--- config.mk ---
export PLATFORM = sky130hd
export DESIGN_NAME = bus_yield_ctrl
export DESIGN_NICKNAME = d
export VERILOG_FILES = /design/src/rtl/bus_yield_pkg.sv /design/src/rtl/bus_yield_sync.sv /design/src/rtl/bus_yield_arb.sv /design/src/rtl/bus_yield_core_gate.sv /design/src/rtl/bus_yield_ctrl.sv
export SDC_FILE = /design/constraint.sdc
export NUM_CORES = 1
export LEC_CHECK = 0
export BUFFER_PORTS_ARGS = -buffer_cell sky130_fd_sc_hd__buf_2
export CAP_MARGIN = 5
export CORE_AREA = 2 2 39 41
export CTS_CLUSTER_DIAMETER = 60
export CTS_CLUSTER_SIZE = 24
export DETAILED_ROUTE_END_ITERATION = 12
export DIE_AREA = 0 0 41 43
export PLACE_DENSITY = 0.41
export RECOVER_POWER = 100
export SLEW_MARGIN = 40
export SYNTH_ARGS = -nofsm -noshare
export SYNTH_HDL_FRONTEND = slang
export SYNTH_SLANG_ARGS = --single-unit
export TNS_END_PERCENT = 10
--- constraint.sdc ---
create_clock -name clk -period 0.8 [get_ports clk]
set_input_delay 0.16 -clock clk [delete_from_list [all_inputs] [get_ports clk]]
set_output_delay 0.16 -clock clk [all_outputs]
set_load 0.02 [all_outputs]
--- src/rtl/bus_yield_pkg.sv ---
// Shared types for the external bus yield controller.
package bus_yield_pkg;

    // Who currently has the external bus.
    typedef enum logic [1:0] {
        BY_OWN    = 2'd0,   // processor drives the bus
        BY_GRANT  = 2'd1,   // external master holds the bus
        BY_RETURN = 2'd2    // grant dropped, drivers still off for one cycle
    } by_state_e;

endpackage

--- src/rtl/bus_yield_sync.sv ---
// Request synchroniser.
// Takes the asynchronous active-low request and gives an active-high level
// that is synchronous to clk, after STAGES flops. It assumes the request is
// held for several cycles, so no pulse stretching is done here.
module bus_yield_sync #(
    parameter int STAGES = 2
) (
    input  logic clk,
    input  logic rst_n,
    input  logic req_n_i,
    output logic rq_s_o
);
    localparam int LAST = STAGES - 1;

    logic [LAST:0] stage_q;

    genvar gi;
    generate
        for (gi = 0; gi < STAGES; gi++) begin : g_stage
            if (gi == 0) begin : g_first
                // First flop captures the inverted asynchronous request.
                always_ff @(posedge clk) begin
                    if (!rst_n) stage_q[0] <= 1'b0;
                    else        stage_q[0] <= ~req_n_i;
                end
            end else begin : g_next
                // Each later flop re-samples the flop before it.
                always_ff @(posedge clk) begin
                    if (!rst_n) stage_q[gi] <= 1'b0;
                    else        stage_q[gi] <= stage_q[gi-1];
                end
            end
        end
    endgenerate

    assign rq_s_o = stage_q[LAST];

endmodule

--- src/rtl/bus_yield_arb.sv ---
// Grant state machine.
// Hands the bus to the external master at the first access boundary after
// the synchronised request appears, and hands it back with a one-cycle gap.
// It assumes acc_busy_i is high in every cycle of an external access.
module bus_yield_arb
    import bus_yield_pkg::*;
(
    input  logic clk,
    input  logic rst_n,
    input  logic rq_s_i,
    input  logic acc_busy_i,
    output logic grant_n_o,
    output logic drv_en_o,
    output logic owned_o
);
    by_state_e state_q, state_d;

    // Next-state choice: yield at a boundary, and return through the gap state.
    always_comb begin
        state_d = state_q;
        unique case (state_q)
            BY_OWN:    if (rq_s_i && !acc_busy_i) state_d = BY_GRANT;
            BY_GRANT:  if (!rq_s_i)               state_d = BY_RETURN;
            BY_RETURN:                            state_d = BY_OWN;
            default:                              state_d = BY_OWN;
        endcase
    end

    // State register.
    always_ff @(posedge clk) begin
        if (!rst_n) state_q <= BY_OWN;
        else        state_q <= state_d;
    end

    // Output decode: grant only in BY_GRANT, drivers only in BY_OWN.
    always_comb begin
        grant_n_o = (state_q != BY_GRANT);
        drv_en_o  = (state_q == BY_OWN);
        owned_o   = (state_q == BY_OWN);
    end

    assert_grant_at_boundary_R2: assert property (@(posedge clk) disable iff (!rst_n)
        $fell(grant_n_o) |-> ($past(rq_s_i) && !$past(acc_busy_i)));

    assert_hold_while_busy_R4: assert property (@(posedge clk) disable iff (!rst_n)
        (drv_en_o && acc_busy_i) |=> grant_n_o);

    assert_no_overlap_R6: assert property (@(posedge clk) disable iff (!rst_n)
        !(!grant_n_o && drv_en_o));

    assert_release_gap_R6: assert property (@(posedge clk) disable iff (!rst_n)
        $rose(grant_n_o) |-> !drv_en_o);

endmodule

--- src/rtl/bus_yield_core_gate.sv ---
// Core gate.
// Decides whether the core may start an external access and whether it must
// stall. An access that cannot start is held until the bus is owned again and
// no request is pending. It assumes core_ext_pend_i is a one-cycle pulse per
// access, and that the core raises no new pulse while one is held.
module bus_yield_core_gate (
    input  logic clk,
    input  logic rst_n,
    input  logic owned_i,
    input  logic rq_s_i,
    input  logic go_mode_i,
    input  logic pend_i,
    output logic acc_go_o,
    output logic core_halt_o
);
    logic held_q;
    logic can_issue;
    logic want;

    // Issue is allowed only while the bus is owned and not being yielded.
    always_comb begin
        can_issue   = owned_i && !rq_s_i;
        want        = pend_i || held_q;
        acc_go_o    = can_issue && want;
        core_halt_o = (!owned_i && (!go_mode_i || want))
                    || (owned_i && rq_s_i && want);
    end

    // Remember an access that could not be issued; drop it once issued.
    always_ff @(posedge clk) begin
        if (!rst_n)         held_q <= 1'b0;
        else if (can_issue) held_q <= 1'b0;
        else if (pend_i)    held_q <= 1'b1;
    end

    assert_issue_needs_bus_R9: assert property (@(posedge clk) disable iff (!rst_n)
        acc_go_o |-> (owned_i && !rq_s_i));

    assert_held_cleared_R9: assert property (@(posedge clk) disable iff (!rst_n)
        acc_go_o |=> !held_q);

    assert_blocked_halts_R7: assert property (@(posedge clk) disable iff (!rst_n)
        (owned_i && rq_s_i && pend_i) |-> (core_halt_o && !acc_go_o));

    assert_go_mode_runs_R8: assert property (@(posedge clk) disable iff (!rst_n)
        (!owned_i && go_mode_i && !pend_i && !held_q) |-> !core_halt_o);

    assert_issue_no_halt_R10: assert property (@(posedge clk) disable iff (!rst_n)
        acc_go_o |-> !core_halt_o);

endmodule

--- src/rtl/bus_yield_ctrl.sv ---
// External bus yield controller (top).
// Synchronises the external request, runs the grant state machine and gates
// core accesses. It assumes all inputs except req_n_i are synchronous to clk.
module bus_yield_ctrl #(
    parameter int SYNC_STAGES = 2
) (
    input  logic clk,
    input  logic rst_n,
    input  logic req_n_i,
    input  logic go_mode_i,
    input  logic acc_busy_i,
    input  logic core_ext_pend_i,
    output logic grant_n_o,
    output logic drv_en_o,
    output logic core_halt_o,
    output logic acc_go_o
);
    logic rq_s;
    logic owned;

    bus_yield_sync #(.STAGES(SYNC_STAGES)) u_sync (
        .clk     (clk),
        .rst_n   (rst_n),
        .req_n_i (req_n_i),
        .rq_s_o  (rq_s)
    );

    bus_yield_arb u_arb (
        .clk        (clk),
        .rst_n      (rst_n),
        .rq_s_i     (rq_s),
        .acc_busy_i (acc_busy_i),
        .grant_n_o  (grant_n_o),
        .drv_en_o   (drv_en_o),
        .owned_o    (owned)
    );

    bus_yield_core_gate u_gate (
        .clk         (clk),
        .rst_n       (rst_n),
        .owned_i     (owned),
        .rq_s_i      (rq_s),
        .go_mode_i   (go_mode_i),
        .pend_i      (core_ext_pend_i),
        .acc_go_o    (acc_go_o),
        .core_halt_o (core_halt_o)
    );

    assert_reset_idle_R1: assert property (@(posedge clk)
        !rst_n |=> (grant_n_o && drv_en_o && !acc_go_o));

endmodule

==> run_results.csv <==
group,metric,value,unit
outcome,outcome,"finished, violations left",
outcome,violations,"setup timing",
power_and_ir_drop,pwr-share-seq,40.6,%
final_layout,area_delta_synth_final,108,%
power_and_ir_drop,p_leak,0.171,nW
power_and_ir_drop,p_int,0.496,mW
clock_network,postCtsSetupBuffers,0,
detailed_routing,vias,204,
clock_network,root_buffer,"clkbuf_4",
floorplan,initial_core_util,14.1,%
global_routing,antenna_found_initial,0,
global_routing,grt_pass1_vias,221,
timing,finalCritPeriodShare,149,%
power_and_ir_drop,pwr-share-comb,15.2,%
global_routing,grt_overflow_total,0,
timing,worst_clock_skew,0.00482,ns
power_and_ir_drop,clkPwrFrac,44.2,%
critical_path,crit_arrival,1.04,ns
clock_network,cts_tree,"yes",
logic_synthesis,syn_area,195,sq um
timing,max_slew.worst_pin.slew,0.190,ns
logic_synthesis,muxShareOfSynthArea,0,%
clock_network,clk_latency,0.24,ns
clock_network,cts_buffers,3,
logic_synthesis,ys_warn_count,0,
floorplan,ios,10,
global_routing,grt_usage,6.63,%
timing,setup_tns,-1.43,ns
logic_synthesis,seq_area_frac_synth,51.3,%
detailed_routing,vias_per_cell,3.78,
timing,maxSlewViolCount,0,
critical_path,slowest_stage,"dfxtp_4",
floorplan,fp.dieH,43,um
detailed_routing,drc,0,
place,place_ws,-0.185,ns
timing,finalHoldViolations,0,
flow_run,maxCapViolCount,0,
critical_path,slowest_delay,0.35,ns
power_and_ir_drop,total_power,0.637,mW
floorplan,coreArea,1380,sq um
place,gp_congestion,0.602,
critical_path,critPathTopFamily,"flip-flops",
worst_hold_path,worst_hold_path_type,"in2reg",
timing,finalSetupViolCount,7,
critical_path,end_kind,"output port",
final_layout,fin_area,405,sq um
logic_synthesis,avgSynthCellArea,10.3,sq um
detailed_routing,ant_nets,0,
detailed_routing,drtIter0Drc,3,
logic_synthesis,synth.ff_latch_count,5,
logic_synthesis,synth_compound_area_share,8.97,%
clock_network,cts_buffer_depth,2,
detailed_routing,drtPass1Iterations,2,
logic_synthesis,synthAdderAreaFrac,0,%
critical_path,crit_chain,"nor3_4 > nor2b_4 > buf_6",
timing,max_slew_margin,87.2,%
final_layout,nNetsFinal,45,
final_layout,final_cell_mix,"buf_2, buf_4, buf_6",
final_layout,n_antenna_cell,0,
detailed_routing,wl_per_cell,8.24,um
logic_synthesis,synthCells,19,
global_routing,grt_max_degree,6,
logic_synthesis,synth_top_family_by_area,"simple AND/OR/NAND/NOR gates",
clock_network,cts_sinks,5,
power_and_ir_drop,switching_share,22.1,%
final_layout,finalNonFillerCells,54,
floorplan,core.rowCount,14,
final_layout,drive_gt1_share,78.9,%
timing,max_freq,0.836,GHz
place,portBuffers,9,
global_routing,grt_pass1_wl,772,um
detailed_routing,wl,445,um
critical_path,required,0.64,ns
floorplan,die_width,41,um
logic_synthesis,ys_types,13,
final_layout,nFillCells,151,
power_and_ir_drop,p_sw,0.141,mW
critical_path,cp_max_fo,4,
critical_path,path_class,"reg2out",
timing,post-route-min-period,1.20,ns
power_and_ir_drop,peakVddDrop,740,uV
place,placed_cells,50,
logic_synthesis,syn_nets,25,
critical_path,worst-path-buf-inv,1,
clock_network,clk_pin_slew,0.04,ns
logic_synthesis,synth_xor_area_share,0,%
timing,grt_setup_unrepaired,"yes",
power_and_ir_drop,p_per_area,1570,nW/um^2
floorplan,die_area,1760,sq um
timing,fin_ws,-0.396,ns
clock_network,htree_levels,1,
logic_synthesis,synthSimpleGateAreaFrac,37.8,%
critical_path,crit_path_start_kind,"flop",
place,dpl-instance-area,332,sq um
==> power groups by stage <==
stage,registers (mW),logic (mW),clock network (mW)
6_report,0.259,0.0970,0.281
5_1_grt,0.260,0.105,0.316
4_1_cts,0.264,0.0923,0.297
3_5_place_dp,0.267,0.0807,0
3_3_place_gp,0.267,0.0800,0
2_1_floorplan,0.268,0.0392,0
==> logic make-up (layout without fill, tap and decap cells) <==
kind of cell           Yosys count  in the layout
buffers and inverters            1             20
and+or+nand+nor                 10             10
DFF                              5              5
AOI/OAI and AO/OA                3              3
==> final timing paths <==
check,from,endpoint,slack [ns],depth (start not counted)
max,u_arb.state_q[0],acc_go_o,-0.40,3
max reg2reg,u_sync.rq_s_o,u_arb.state_q[1],-0.01,2
min reg2reg,u_sync.stage_q[0],u_sync.rq_s_o,0.44,1
min,req_n_i,u_sync.stage_q[0],0.08,2
==> per-stage QoR <==
stage	hold WS [ns]	utilization [%]
3_3_place_gp	0.320	24.0
2_1_floorplan	0.232	-
3_5_place_dp	0.321	24.0
4_1_cts	0.0714	27.4
5_1_grt	0.0737	29.3
6_report	0.0791	29.3
==> state kept, by name, indices dropped and copies added, names as in the netlist <==
name	cells
u_gate.held_q	1
u_arb.state_q	2
u_sync.rq_s_o	1
u_sync.stage_q	1
==> layout make-up <==
type	count	area [sq um]	area share (%)
well taps	16	20.0	4.94
clock buffers	4	26.3	6.48
flip-flops and latches	5	110	27.2
multi-input cells	13	134	33.0
inverters	1	3.75	0.926
repair buffers	15	111	27.5
==> timing repair <==
action / in CTS / in global routing
setup endpoints to repair: 7 / 7
resized for setup: 7 / 7
pin swaps: 1 / 1
hold buffers: 0 / 0
==> Yosys cell counts <==
| cell | number | share of area [%] |
|---|---|---|
| or2b_1 | 1 | 3.8 |
| nor3_2 | 1 | 5.1 |
| a21oi_1 | 1 | 2.6 |
| nor2_1 | 2 | 3.8 |
| inv_2 | 1 | 1.9 |
| nor4b_2 | 1 | 7.7 |
| nand3b_1 | 1 | 3.8 |
| o21ai_0 | 1 | 2.6 |
| and2_1 | 1 | 3.2 |
| nor2b_1 | 2 | 6.4 |
| dfxtp_1 | 5 | 51 |
| a22oi_1 | 1 | 3.8 |
| nor3b_1 | 1 | 3.8 |
==> layer usage <==
| layer | routed length (um) | vias up | part of all wire (%) | track usage [%] |
|---|---|---|---|---|
| met2 | 242 | 7 | 54 | 11.3 |
| met5 | 0 | - | 0 | 0 |
| li1 | - | 106 | - | - |
| met4 | 0 | 0 | 0 | 4.00 |
| met3 | 50 | 0 | 11 | 3.14 |
| met1 | 151 | 91 | 34 | 5.81 |
(Power assumes the default switching activity.)
